## src/rtl/aud_regs_pkg.sv

```systemverilog
package aud_regs_pkg;
  parameter int DW       = 32;
  parameter int AW       = 6;
  parameter int OWN_W    = 64;
  parameter int LOCK_W   = 11;
  parameter int SLIP_LSB = 16;
  parameter int FLD_W    = 8;
  parameter int NUM_SRC  = 13;
  parameter int NUM_RATE = 7;

  localparam logic [OWN_W-1:0] NO_OWNER = 64'hFFFF_0000_0000_0000;
  localparam logic [FLD_W-1:0] SRC_INTERNAL = 8'h0C;
  localparam logic [FLD_W-1:0] RATE_RESET   = 8'h02;

  localparam logic [1:0] OP_RD  = 2'd0;
  localparam logic [1:0] OP_WR  = 2'd1;
  localparam logic [1:0] OP_CAS = 2'd2;

  localparam logic [AW-1:0] IDX_OWN_HI = 6'd0;
  localparam logic [AW-1:0] IDX_OWN_LO = 6'd1;
  localparam logic [AW-1:0] IDX_EVENT  = 6'd2;
  localparam logic [AW-1:0] IDX_CLKSEL = 6'd3;
  localparam logic [AW-1:0] IDX_STREAM = 6'd4;
  localparam logic [AW-1:0] IDX_XSTAT  = 6'd5;

  localparam int EV_RX       = 0;
  localparam int EV_TX       = 1;
  localparam int EV_CUR_LOCK = 4;
  localparam int EV_ACCEPT   = 5;
  localparam int EV_ANY_LOCK = 6;

  // Lock line that belongs to a selected source; internal is always locked.
  function automatic logic src_lock(input logic [FLD_W-1:0] src,
                                    input logic [LOCK_W-1:0] lk);
    logic r;
    case (src)
      8'h00: r = lk[0];
      8'h01: r = lk[1];
      8'h02: r = lk[2];
      8'h03: r = lk[3];
      8'h04: r = |lk[3:0];
      8'h05: r = lk[4];
      8'h06: r = lk[5];
      8'h07: r = lk[10];
      8'h08: r = lk[6];
      8'h09: r = lk[7];
      8'h0A: r = lk[8];
      8'h0B: r = lk[9];
      default: r = 1'b1;
    endcase
    return r;
  endfunction
endpackage

```

## src/rtl/aud_owner_cas.sv

```systemverilog
module aud_owner_cas
  import aud_regs_pkg::*;
(
  input  logic             clk,
  input  logic             rst_n,
  input  logic             bus_reset_i,
  input  logic             cas_en_i,
  input  logic [OWN_W-1:0] cmp_i,
  input  logic [OWN_W-1:0] swap_i,
  output logic [OWN_W-1:0] owner_o
);
  logic [OWN_W-1:0] owner_q, owner_d;
  logic             owner_ce;

  always_comb begin
    owner_d  = owner_q;
    owner_ce = 1'b0;
    if (bus_reset_i) begin
      owner_d  = NO_OWNER;
      owner_ce = 1'b1;
    end else if (cas_en_i && (owner_q == cmp_i)) begin
      owner_d  = swap_i;
      owner_ce = 1'b1;
    end
  end

  always_ff @(posedge clk or negedge rst_n) begin
    if (!rst_n)        owner_q <= NO_OWNER;
    else if (owner_ce) owner_q <= owner_d;
  end

  assign owner_o = owner_q;

  assert_busrst_owner_R1: assert property (@(posedge clk) disable iff (!rst_n)
    bus_reset_i |=> (owner_o == NO_OWNER));
  assert_cas_miss_hold_R2: assert property (@(posedge clk) disable iff (!rst_n)
    (cas_en_i && !bus_reset_i && (owner_o != cmp_i)) |=> $stable(owner_o));
  assert_owner_quiet_R3: assert property (@(posedge clk) disable iff (!rst_n)
    (!cas_en_i && !bus_reset_i) |=> $stable(owner_o));
endmodule

```

## src/rtl/aud_clk_select.sv

```systemverilog
module aud_clk_select
  import aud_regs_pkg::*;
#(
  parameter logic [NUM_SRC-1:0]  SRC_CAP  = 13'h10FF,
  parameter logic [NUM_RATE-1:0] RATE_CAP = 7'h1F
)(
  input  logic             clk,
  input  logic             rst_n,
  input  logic             wr_en_i,
  input  logic [FLD_W-1:0] wr_src_i,
  input  logic [FLD_W-1:0] wr_rate_i,
  output logic [FLD_W-1:0] src_o,
  output logic [FLD_W-1:0] rate_o
);
  logic [FLD_W-1:0] src_q, src_d, rate_q, rate_d;
  logic             src_ok, rate_ok;

  always_comb begin
    src_ok  = (int'(wr_src_i) < NUM_SRC) && SRC_CAP[wr_src_i[3:0]];
    rate_ok = (int'(wr_rate_i) < NUM_RATE) && RATE_CAP[wr_rate_i[2:0]];
    src_d   = src_ok  ? wr_src_i  : SRC_INTERNAL;
    rate_d  = rate_ok ? wr_rate_i : rate_q;
  end

  always_ff @(posedge clk or negedge rst_n) begin
    if (!rst_n) begin
      src_q  <= SRC_INTERNAL;
      rate_q <= RATE_RESET;
    end else if (wr_en_i) begin
      src_q  <= src_d;
      rate_q <= rate_d;
    end
  end

  assign src_o  = src_q;
  assign rate_o = rate_q;

  assert_src_fallback_R7: assert property (@(posedge clk) disable iff (!rst_n)
    wr_en_i |=> ((src_o == $past(wr_src_i)) || (src_o == SRC_INTERNAL)));
  assert_rate_fallback_R7: assert property (@(posedge clk) disable iff (!rst_n)
    wr_en_i |=> ((rate_o == $past(wr_rate_i)) || (rate_o == $past(rate_o))));
endmodule

```

## src/rtl/aud_ext_status.sv

```systemverilog
module aud_ext_status
  import aud_regs_pkg::*;
(
  input  logic              clk,
  input  logic              rst_n,
  input  logic [LOCK_W-1:0] lock_i,
  input  logic [LOCK_W-1:0] slip_i,
  input  logic              rd_clr_i,
  output logic [LOCK_W-1:0] lock_o,
  output logic [LOCK_W-1:0] slip_o,
  output logic              any_chg_o
);
  logic [LOCK_W-1:0] lock_q, slip_q, slip_d;

  always_comb begin
    slip_d    = (rd_clr_i ? '0 : slip_q) | slip_i;
    any_chg_o = (lock_i != lock_q);
  end

  always_ff @(posedge clk or negedge rst_n) begin
    if (!rst_n) begin
      lock_q <= '0;
      slip_q <= '0;
    end else begin
      lock_q <= lock_i;
      slip_q <= slip_d;
    end
  end

  assign lock_o = lock_q;
  assign slip_o = slip_q;

  assert_slip_sticky_R9: assert property (@(posedge clk) disable iff (!rst_n)
    !rd_clr_i |=> ((slip_o & $past(slip_o)) == $past(slip_o)));
  assert_slip_set_R9: assert property (@(posedge clk) disable iff (!rst_n)
    (|slip_i) |=> ((slip_o & $past(slip_i)) == $past(slip_i)));
endmodule

```

## src/rtl/aud_event_notify.sv

```systemverilog
module aud_event_notify
  import aud_regs_pkg::*;
(
  input  logic             clk,
  input  logic             rst_n,
  input  logic [DW-1:0]    ev_i,
  input  logic [OWN_W-1:0] owner_i,
  output logic [DW-1:0]    evt_o,
  output logic             ntf_valid_o,
  output logic [DW-1:0]    ntf_word_o,
  output logic [OWN_W-1:0] ntf_addr_o
);
  logic [DW-1:0]    evt_q, ntf_word_q;
  logic [OWN_W-1:0] ntf_addr_q;
  logic             ntf_valid_q, ntf_valid_d, ev_any;

  always_comb begin
    ev_any      = |ev_i;
    ntf_valid_d = ev_any && (owner_i != NO_OWNER);
  end

  always_ff @(posedge clk or negedge rst_n) begin
    if (!rst_n) begin
      evt_q       <= '0;
      ntf_valid_q <= 1'b0;
      ntf_word_q  <= '0;
      ntf_addr_q  <= NO_OWNER;
    end else begin
      ntf_valid_q <= ntf_valid_d;
      if (ev_any) evt_q <= ev_i;
      if (ntf_valid_d) begin
        ntf_word_q <= ev_i;
        ntf_addr_q <= owner_i;
      end
    end
  end

  assign evt_o       = evt_q;
  assign ntf_valid_o = ntf_valid_q;
  assign ntf_word_o  = ntf_word_q;
  assign ntf_addr_o  = ntf_addr_q;

  assert_evt_overwrite_R4: assert property (@(posedge clk) disable iff (!rst_n)
    (|ev_i) |=> (evt_o == $past(ev_i)));
  assert_push_owned_R5: assert property (@(posedge clk) disable iff (!rst_n)
    ntf_valid_o |-> (ntf_addr_o != NO_OWNER));
  assert_push_word_R5: assert property (@(posedge clk) disable iff (!rst_n)
    ntf_valid_o |-> (ntf_word_o == evt_o));
endmodule

```

## src/rtl/audio_ctl_regs.sv

```systemverilog
module audio_ctl_regs
  import aud_regs_pkg::*;
#(
  parameter logic [NUM_SRC-1:0]  SRC_CAP  = 13'h10FF,
  parameter logic [NUM_RATE-1:0] RATE_CAP = 7'h1F
)(
  input  logic              clk,
  input  logic              rst_n,
  input  logic              bus_reset_i,
  input  logic              req_valid_i,
  input  logic [1:0]        req_op_i,
  input  logic [AW-1:0]     req_addr_i,
  input  logic [DW-1:0]     req_wdata_i,
  input  logic [OWN_W-1:0]  req_cmp_i,
  input  logic [OWN_W-1:0]  req_swap_i,
  output logic              rsp_valid_o,
  output logic [DW-1:0]     rsp_rdata_o,
  output logic [OWN_W-1:0]  rsp_old_o,
  input  logic              rx_cfg_chg_i,
  input  logic              tx_cfg_chg_i,
  input  logic [LOCK_W-1:0] lock_i,
  input  logic [LOCK_W-1:0] slip_i,
  output logic              ntf_valid_o,
  output logic [DW-1:0]     ntf_word_o,
  output logic [OWN_W-1:0]  ntf_addr_o,
  output logic              stream_en_o
);
  localparam int HALF = OWN_W / 2;

  // reset: asserted asynchronously, released on a clock edge
  logic rst_s1, rst_s;
  always_ff @(posedge clk or negedge rst_n) begin
    if (!rst_n) begin
      rst_s1 <= 1'b0;
      rst_s  <= 1'b0;
    end else begin
      rst_s1 <= 1'b1;
      rst_s  <= rst_s1;
    end
  end

  logic is_rd, is_wr, is_cas, cas_own, clk_wr, stream_wr, xstat_rd;
  always_comb begin
    is_rd     = req_valid_i && (req_op_i == OP_RD);
    is_wr     = req_valid_i && (req_op_i == OP_WR);
    is_cas    = req_valid_i && (req_op_i == OP_CAS);
    cas_own   = is_cas && (req_addr_i == IDX_OWN_HI);
    clk_wr    = is_wr  && (req_addr_i == IDX_CLKSEL);
    stream_wr = is_wr  && (req_addr_i == IDX_STREAM);
    xstat_rd  = is_rd  && (req_addr_i == IDX_XSTAT);
  end

  logic [OWN_W-1:0]  owner;
  logic [FLD_W-1:0]  cur_src, cur_rate;
  logic [LOCK_W-1:0] lock_q, slip_q;
  logic              any_lock_chg;
  logic [DW-1:0]     evt_q;

  aud_owner_cas u_owner (
    .clk(clk), .rst_n(rst_s), .bus_reset_i(bus_reset_i), .cas_en_i(cas_own),
    .cmp_i(req_cmp_i), .swap_i(req_swap_i), .owner_o(owner));

  aud_clk_select #(.SRC_CAP(SRC_CAP), .RATE_CAP(RATE_CAP)) u_clksel (
    .clk(clk), .rst_n(rst_s), .wr_en_i(clk_wr),
    .wr_src_i(req_wdata_i[FLD_W-1:0]), .wr_rate_i(req_wdata_i[2*FLD_W-1:FLD_W]),
    .src_o(cur_src), .rate_o(cur_rate));

  aud_ext_status u_xstat (
    .clk(clk), .rst_n(rst_s), .lock_i(lock_i), .slip_i(slip_i),
    .rd_clr_i(xstat_rd), .lock_o(lock_q), .slip_o(slip_q),
    .any_chg_o(any_lock_chg));

  logic [DW-1:0] ev_word;
  always_comb begin
    ev_word              = '0;
    ev_word[EV_RX]       = rx_cfg_chg_i;
    ev_word[EV_TX]       = tx_cfg_chg_i;
    ev_word[EV_CUR_LOCK] = src_lock(cur_src, lock_i) != src_lock(cur_src, lock_q);
    ev_word[EV_ACCEPT]   = clk_wr;
    ev_word[EV_ANY_LOCK] = any_lock_chg;
  end

  aud_event_notify u_notify (
    .clk(clk), .rst_n(rst_s), .ev_i(ev_word), .owner_i(owner), .evt_o(evt_q),
    .ntf_valid_o(ntf_valid_o), .ntf_word_o(ntf_word_o), .ntf_addr_o(ntf_addr_o));

  // stream enable
  logic stream_q, stream_d, stream_ce;
  always_comb begin
    stream_ce = bus_reset_i || stream_wr;
    stream_d  = bus_reset_i ? 1'b0 : (|req_wdata_i);
  end
  always_ff @(posedge clk or negedge rst_s) begin
    if (!rst_s)         stream_q <= 1'b0;
    else if (stream_ce) stream_q <= stream_d;
  end
  assign stream_en_o = stream_q;

  // read mux and response
  logic [DW-1:0]    rdata_d;
  logic [OWN_W-1:0] old_d;
  always_comb begin
    rdata_d = '0;
    if (is_rd) begin
      case (req_addr_i)
        IDX_OWN_HI: rdata_d = owner[OWN_W-1:HALF];
        IDX_OWN_LO: rdata_d = owner[HALF-1:0];
        IDX_EVENT:  rdata_d = evt_q;
        IDX_CLKSEL: rdata_d = {{(DW-2*FLD_W){1'b0}}, cur_rate, cur_src};
        IDX_STREAM: rdata_d = {{(DW-1){1'b0}}, stream_q};
        IDX_XSTAT: begin
          rdata_d[LOCK_W-1:0]                 = lock_q;
          rdata_d[SLIP_LSB+LOCK_W-1:SLIP_LSB] = slip_q;
        end
        default:    rdata_d = '0;
      endcase
    end
    old_d = cas_own ? owner : '0;
  end

  logic             rsp_valid_q;
  logic [DW-1:0]    rsp_rdata_q;
  logic [OWN_W-1:0] rsp_old_q;
  always_ff @(posedge clk or negedge rst_s) begin
    if (!rst_s) begin
      rsp_valid_q <= 1'b0;
      rsp_rdata_q <= '0;
      rsp_old_q   <= '0;
    end else begin
      rsp_valid_q <= req_valid_i;
      if (req_valid_i) begin
        rsp_rdata_q <= rdata_d;
        rsp_old_q   <= old_d;
      end
    end
  end
  assign rsp_valid_o = rsp_valid_q;
  assign rsp_rdata_o = rsp_rdata_q;
  assign rsp_old_o   = rsp_old_q;

  assert_accept_evt_R6: assert property (@(posedge clk) disable iff (!rst_s)
    clk_wr |=> evt_q[EV_ACCEPT]);
  assert_stream_busrst_R10: assert property (@(posedge clk) disable iff (!rst_s)
    bus_reset_i |=> !stream_en_o);
  assert_cas_old_R2: assert property (@(posedge clk) disable iff (!rst_s)
    cas_own |=> (rsp_old_o == $past(owner)));
endmodule

```

## config.mk

```make
export PLATFORM = sky130hd
export DESIGN_NAME = audio_ctl_regs
export DESIGN_NICKNAME = d
export VERILOG_FILES = /design/src/rtl/aud_regs_pkg.sv /design/src/rtl/aud_owner_cas.sv /design/src/rtl/aud_clk_select.sv /design/src/rtl/aud_ext_status.sv /design/src/rtl/aud_event_notify.sv /design/src/rtl/audio_ctl_regs.sv
export SDC_FILE = /design/constraint.sdc
export NUM_CORES = 1
export LEC_CHECK = 0
export BUFFER_PORTS_ARGS = -buffer_cell sky130_fd_sc_hd__buf_2
export CAP_MARGIN = 20
export CELL_PAD_IN_SITES_DETAIL_PLACEMENT = 0
export CELL_PAD_IN_SITES_GLOBAL_PLACEMENT = 1
export CORE_MARGIN = 5
export CORE_UTILIZATION = 36
export CTS_CLUSTER_SIZE = 14
export DETAILED_ROUTE_END_ITERATION = 16
export PLACE_DENSITY = 0.85
export SYNTH_ARGS = -nofsm -noshare
export SYNTH_HDL_FRONTEND = slang
export SYNTH_SLANG_ARGS = --single-unit
```

## constraint.sdc

```tcl
create_clock -name clk -period 8.05 [get_ports clk]
set_input_delay 0.4025 -clock clk [delete_from_list [all_inputs] [get_ports clk]]
set_output_delay 0.4025 -clock clk [all_outputs]
set_load 0.05 [all_outputs]
```

# Word-level counts from Yosys, hierarchy flattened

Memories as Yosys holds them, arrays and structs flattened.
Index checks and enable logic that the tools add are counted.

Add/subtract/negate cells: 0
Multiply operators: 0
Div/mod/pow operators: 0
Magnitude comparators: 4
Equal/unequal tests: 22
Shift-type cells: 0
Mux-type cells: 17
Bitwise logic cells: 1
Reduce and logical (&&, ||, !) cells: 22

Operators with widths:

| cell                                                                         | number |
|---|---|
| 64-bit two-way mux                                                           | 3 |
| 11-bit one-hot mux with 6 select lines                                       | 1 |
| 64-bit equality test                                                         | 1 |
| 64-bit != test, second input constant                                        | 1 |
| 11-bit one-hot mux with 3 select lines                                       | 1 |
| 8-bit by 3-bit equality test with 1-bit output, second input constant        | 4 |
| 8-bit by 4-bit equality test with 1-bit output, second input constant        | 4 |
| 32-bit two-way mux                                                           | 1 |
| 32-bit OR reduction                                                          | 1 |
| 1-bit one-hot mux with 12 select lines                                       | 2 |
| 8-bit by 2-bit equality test with 1-bit output, second input constant        | 2 |
| 5-bit one-hot mux with 3 select lines                                        | 1 |
| 6-bit by 2-bit equality test with 1-bit output, second input constant        | 2 |
| 6-bit by 3-bit equality test with 1-bit output, second input constant        | 2 |
| 1-bit logical AND                                                            | 11 |
| 11-bit two-way mux                                                           | 1 |
| 11-bit != test                                                               | 1 |
| 11-bit OR                                                                    | 1 |
| 5-bit one-hot mux with 2 select lines                                        | 1 |
| 8-bit by 1-bit equality test with 1-bit output, second input constant        | 1 |
| 8-bit zero test                                                              | 1 |
| 8-bit by 3-bit less-than comparator with 1-bit output, second input constant | 1 |
| 8-bit by 4-bit less-than comparator with 1-bit output, second input constant | 1 |
| 8-bit two-way mux                                                            | 1 |
| other kinds (14)                                                             | 20 |

Bits in registers: 277
Bits in latches: 0
Bits in writable memories: 0
Memory bits (read-only): 24
Output and inout bits: 195
Word-level logic and storage cells: 83
Memories: 2

Memory list:

| name            | depth | bits a word | rd ports | clocked after memory_dff | wr ports | line                 | RTL |
|---|---|---|---|---|---|---|---|
| (no name shown) | 16    | 1           | 1        | 0                        | 0        | aud_clk_select.sv:19 | `src_ok = (int'(wr_src_i) < NUM_SRC) && SRC_CAP[wr_src_i[3:0]];` |
| (no name shown) | 8     | 1           | 1        | 0                        | 0        | aud_clk_select.sv:20 | `rate_ok = (int'(wr_rate_i) < NUM_RATE) && RATE_CAP[wr_rate_i[2:0]];` |

# Depth between registers and ports, before layout

Word-level depth: 7
Gate-level depth with buffers: 9
Mapped depth without buffers: 6

# Hierarchy

From an unflattened synthesis, not the netlist that was laid out.

Cells, all modules: 1229
Area, all modules: 14925.6 um^2

Modules (own cells, without submodules):

| module           | times used | cells an instance | area an instance (um^2) | sequential area each (um^2) |
|---|---|---|---|---|
| aud_event_notify | 1          | 306               | 5003.5                  | 3248.1 |
| audio_ctl_regs   | 1          | 435               | 4953.5                  | 2502.4 |
| aud_owner_cas    | 1          | 394               | 3572.2                  | 1621.6 |
| aud_ext_status   | 1          | 50                | 760.7                   | 550.5 |
| aud_clk_select   | 1          | 44                | 635.6                   | 404.1 |

# Least setup slack after synthesis

No wires, ideal clock.

Path type: input port to flip-flop
Start point: input req_addr_i[3]
End point: register u_notify.ntf_word_q[6], in the netlist u_notify.ntf_word_o[6]
Library setup time: 0.128 ns
Arrival time: 2.369 ns
Path slack: 5.553 ns
Stages on the path: 8
Path buffers: 2
Path through: or4_1 -> buf_2 -> nor4_4 -> nor3_1 -> nor2b_1 -> a21oi_4 -> buf_6 -> mux2_1

Longest elaborated chain between the ends: 4

RTL lines:

| what                                           | line                   | RTL |
|---|---|---|
| from (decl)                                    | audio_ctl_regs.sv:12   | `input logic [AW-1:0] req_addr_i,` |
| 6-bit by 2-bit equality test with 1-bit output | audio_ctl_regs.sv:48   | `clk_wr = is_wr && (req_addr_i == IDX_CLKSEL);` |
| 1-bit logical AND                              | audio_ctl_regs.sv:48   |  |
| 5-bit OR reduction                             | aud_event_notify.sv:18 | `ev_any = \|ev_i;` |
| 1-bit logical AND                              | aud_event_notify.sv:19 | `ntf_valid_d = ev_any && (owner_i != NO_OWNER);` |
| to (signal assigned)                           | aud_event_notify.sv:32 | `ntf_word_q <= ev_i;` |
| to (decl)                                      | aud_event_notify.sv:13 | `logic [DW-1:0] evt_q, ntf_word_q;` |

Every way passes these cells.
A chain may end at the register's enable or synchronous reset.

# Final worst setup path

Start point: register u_owner.owner_q[40], in the netlist u_owner.owner_o[40]
End point: register u_owner.owner_q[48], in the netlist u_owner.owner_o[48]

Longest elaborated chain between the ends: 5
Elaborated cells between the ends (all ways): 6
Classes of those cells: eq/ne (1); mux (2); reduce/logical (3)

RTL lines:

| what                                   | line                | RTL |
|---|---|---|
| from (decl)                            | aud_owner_cas.sv:12 | `logic [OWN_W-1:0] owner_q, owner_d;` |
| from (signal assigned)                 | aud_owner_cas.sv:29 | `else if (owner_ce) owner_q <= owner_d;` |
| 64-bit equality test *                 | aud_owner_cas.sv:21 | `end else if (cas_en_i && (owner_q == cmp_i)) begin` |
| 1-bit logical AND *                    | aud_owner_cas.sv:21 |  |
| 1-bit two-way mux                      | aud_owner_cas.sv:21 |  |
| 1-bit two-way mux                      | aud_owner_cas.sv:18 | `if (bus_reset_i) begin` |
| 2-bit AND reduction (no source line) * | -                   |  |

Every way passes the cells marked *; elsewhere a longest branch is shown, timed or not.

==> impl_results.rst <==
.. list-table::
   :header-rows: 1

   * - Metric
     - Value
   * - Run status
     - finished, final reports clean
   * - Gp weighted congestion
     - 0.869
   * - Port-buffer cells
     - 363
   * - Tmin final
     - 4.09 ns
   * - Cell row count
     - 68
   * - Number of nets still failing antenna checks after routing
     - 0
   * - Count of final max-slew check failures
     - 0
   * - Final period utilization
     - 0.508
   * - Setup repair after global routing missed its margin
     - no
   * - DR vias
     - 10601
   * - Number of synthesized flops with an enable pin
     - 0
   * - Clock latency of the later-clocked register in the worst-skew pair
     - 0.56 ns
   * - Number of CTS-inserted buffers
     - 30
   * - Cell count after synthesis
     - 1066
   * - Core box area
     - 0.0345 sq mm
   * - Worst hold margin
     - 0.0139 ns
   * - Cell-by-cell trace of the critical path
     - xnor2_1 > nand4_1 > nor4_1 > and3_2 > buf_4 > and2_1 > mux2i_1
   * - Max rail drop VDD
     - 0.167 mV
   * - Maximum number of pins on one net before global-route repair
     - 82
   * - CTS resizes
     - 0
   * - Path type of the worst min-delay path
     - in -> reg
   * - WP data arrival
     - 4.56 ns
   * - Number of antenna violations at the first check in global routing
     - 24
   * - Highest-count cells in the layout ignoring fill and taps
     - buf_2 (362), dfrtp_1 (241), mux2_1 (67), a22o_1 (64), a21oi_1 (56)
   * - Final Core Density
     - 0.455
   * - Delay of the slowest cell on the worst path
     - 0.97 ns
   * - Number of sinks handled by clock tree synthesis
     - 277
   * - Layout cells sized above 1
     - 0.333
   * - First-pass GRT wire length
     - 71.2 mm
   * - Starting DRC count in detailed routing
     - 812
   * - Via count of the first global-routing pass
     - 10934
   * - Post-Route WL
     - 49.2 mm
   * - Power Density
     - 197 mW/mm^2
   * - Yosys warnings
     - 0
   * - Total routing resource utilization after global routing
     - 0.243
   * - Flip-flop and latch count after synthesis
     - 277
   * - Clock-pin transition on the worst setup and hold timing paths
     - 0.06 ns
   * - CP startpoint kind
     - register
   * - Async set-reset flop share out of synthesis
     - 1.00
   * - Cell area after technology mapping
     - 0.0125 sq mm
   * - Crit path max fanout
     - 49
   * - Leakage component of the power
     - 7.54 nW
   * - Kind of end point of the critical path
     - register
   * - Clock tree skew after final layout
     - 0.0128 ns
   * - Share of the yosys chip area belonging to registers
     - 0.556
   * - Data required time of the critical path
     - 8.52 ns
   * - Final nets
     - 1600
   * - Die Y
     - 197 um
   * - Highest attainable clock frequency
     - 244 MHz
   * - Filler Cell Count
     - 3278
   * - Actual transition at the worst max-transition pin
     - 1.13 ns
   * - Via/cell ratio
     - 5.61
   * - Leading cell type in the layout, fill and taps excluded
     - buf_2
   * - Final worst slack
     - 3.96 ns
   * - Per-instance average area after synthesis
     - 11.8 sq um
   * - Clock Root Buffer
     - clkbuf_16
   * - Endpoints failing hold
     - 0
   * - CTS tree
     - built
   * - Cell with the largest stage delay on the worst path
     - nor4_1
   * - X dimension of the die
     - 197 um
   * - Top_reg_cell synth
     - dfrtp_1
   * - Pre-CTS WS
     - 4.03 ns
   * - Layout Area Growth over Synthesis
     - 25.1%
   * - Max Cap Violations
     - 0
   * - Worst slew margin relative to its limit
     - 0.238
   * - H-Tree Level Count
     - 1
   * - Buffer depth of the longest clock path
     - 3
   * - Overflow left after global routing
     - 0
   * - Count of final setup violators
     - 0
   * - First-pass iteration count of the detailed router
     - 6
   * - Classification of the worst setup path
     - reg -> reg
   * - Detailed-route wire length per cell
     - 26.0 um
   * - I/O pin count
     - 391
   * - Unique masters post-synth
     - 59
   * - Effective utilization at floorplan
     - 0.364
   * - Total negative setup slack
     - 0 ns
   * - Die area
     - 0.0387 sq mm
   * - DRC errors left
     - 0
   * - Half-perimeter wire length of the detailed placement result
     - 35.3 mm
==> synth_stat cells, types with 3 or more instances <==
| cell type | instances | area (sq um) |
|---|---|---|
| nand3_1 | 54 | 270 |
| nor4_1 | 26 | 163 |
| nor2b_1 | 7 | 43.8 |
| clkbuf_1 | 49 | 184 |
| buf_1 | 7 | 26.3 |
| nand2_1 | 28 | 105 |
| o2bb2ai_1 | 27 | 236 |
| nor3_1 | 7 | 35.0 |
| nor4b_1 | 3 | 26.3 |
| or4_1 | 5 | 37.5 |
| a21o_1 | 21 | 158 |
| nand3b_1 | 5 | 37.5 |
| dfrtp_1 | 242 | 6060 |
| xnor2_1 | 48 | 420 |
| or3_1 | 4 | 25.0 |
| a31oi_1 | 6 | 37.5 |
| a21oi_1 | 56 | 280 |
| nand4_1 | 20 | 125 |
| a22oi_1 | 5 | 37.5 |
| mux2_1 | 67 | 754 |
| o21ai_1 | 20 | 100 |
| nor2_1 | 47 | 176 |
| xor2_1 | 27 | 236 |
| mux2i_1 | 30 | 300 |
| a211oi_1 | 3 | 22.5 |
| dfstp_2 | 35 | 920 |
| and2_1 | 5 | 31.3 |
| o21ai_0 | 37 | 185 |
| buf_4 | 30 | 225 |
| and3_1 | 3 | 18.8 |
| a222oi_1 | 21 | 210 |
| buf_2 | 7 | 35.0 |
| a22o_1 | 64 | 561 |
| mux2_2 | 4 | 45.0 |
| buf_6 | 10 | 113 |
| inv_1 | 6 | 22.5 |
==> stage by stage <==
step                std cells  instance area, sq um  power, W
floorplan                1092                 12600   0.00161
global placement         1819                 14600   0.00170
detailed placement       1819                 14600   0.00170
CTS                      1882                 15600   0.00311
global route             1889                 15700   0.00319
finish                   1891                 15700   0.00309
==> layer usage <==
layer | global-route usage | vias up | wire length, um
met5 | 0 | - | 199
met4 | 0.0978 | 30 | 2130
met3 | 0.0653 | 138 | 4510
met2 | 0.378 | 553 | 22300
met1 | 0.325 | 5297 | 20100
li1 | - | 4583 | -
==> critical path: cells and delay by family (launching register included) <==
kind,cells,cell delay (ns)
muxes,1,0.29
buffers and inverters,1,0.46
DFF,1,0.56
and+or+nand+nor,4,2.30
xor gates and xnor gates,1,0.36
==> report_power, final <==
group	internal [W]	leakage (nW)	switching [W]	total, W
logic	0.0000786	3.41	0.000168	0.000247
clock network	0.000831	0.502	0.000573	0.00140
registers	0.00141	3.63	0.0000234	0.00144
==> timing repair <==
item | 4_1_cts | 5_1_grt
buffers inserted | 0 | 0
hold endpoints to repair | 8 | 0
hold buffers | 7 | 0
==> cell type report <==
| type | instances | area [sq um] | share of cell area |
|---|---|---|---|
| Sequential cell | 277 | 6980 | 0.445 |
| Tap cell | 455 | 569 | 0.0363 |
| Timing Repair Buffer | 383 | 2010 | 0.128 |
| Inverter | 7 | 27.5 | 0.00175 |
| Multi-Input combinational cell | 705 | 5070 | 0.323 |
| Antenna cell | 8 | 20.0 | 0.00128 |
| Clock buffer | 47 | 938 | 0.0598 |
| Clock inverter | 9 | 77.6 | 0.00494 |
==> sequential cells by signal (all words and copies together), names as in the netlist <==
| signal | cells |
|---|---|
| u_notify.ntf_word_o | 5 |
| u_clksel.src_o | 8 |
| rsp_old_o | 64 |
| u_xstat.slip_o | 11 |
| rst_s | 1 |
| u_clksel.rate_o | 8 |
| u_notify.ntf_addr_o | 64 |
| u_notify.ntf_valid_o | 1 |
| rst_s1 | 1 |
| rsp_valid_o | 1 |
| u_xstat.lock_o | 11 |
| u_owner.owner_o | 64 |
| stream_en_o | 1 |
| u_notify.evt_o | 5 |
| rsp_rdata_o | 32 |
==> logic make-up after synthesis <==
logic type | count (synthesis) | share of synthesized area
flops | 277 | 0.556
compound gates | 274 | 0.157
simple gates | 227 | 0.0976
buf+inv | 110 | 0.0486
mux | 101 | 0.0877
xor+xnor | 75 | 0.0524
other cells | 2 | 0.000599
==> final timing paths <==
kind	from	to	slack [ns]	depth (start not counted)
worst max-delay path	u_owner.owner_o[40]	u_owner.owner_o[48]	3.96	7
worst min-delay path	lock_i[7]	u_xstat.lock_o[7]	0.01	1
worst max register to register	u_owner.owner_o[40]	u_owner.owner_o[48]	3.96	7
worst min register to register	rst_s1	rst_s	0.35	0
max in group asynchronous	rst_s	u_notify.ntf_addr_o[22]	6.04	1
min in group asynchronous	rst_n	rst_s	0.16	2
No activity file was read; power rests on OpenSTA's default activity.
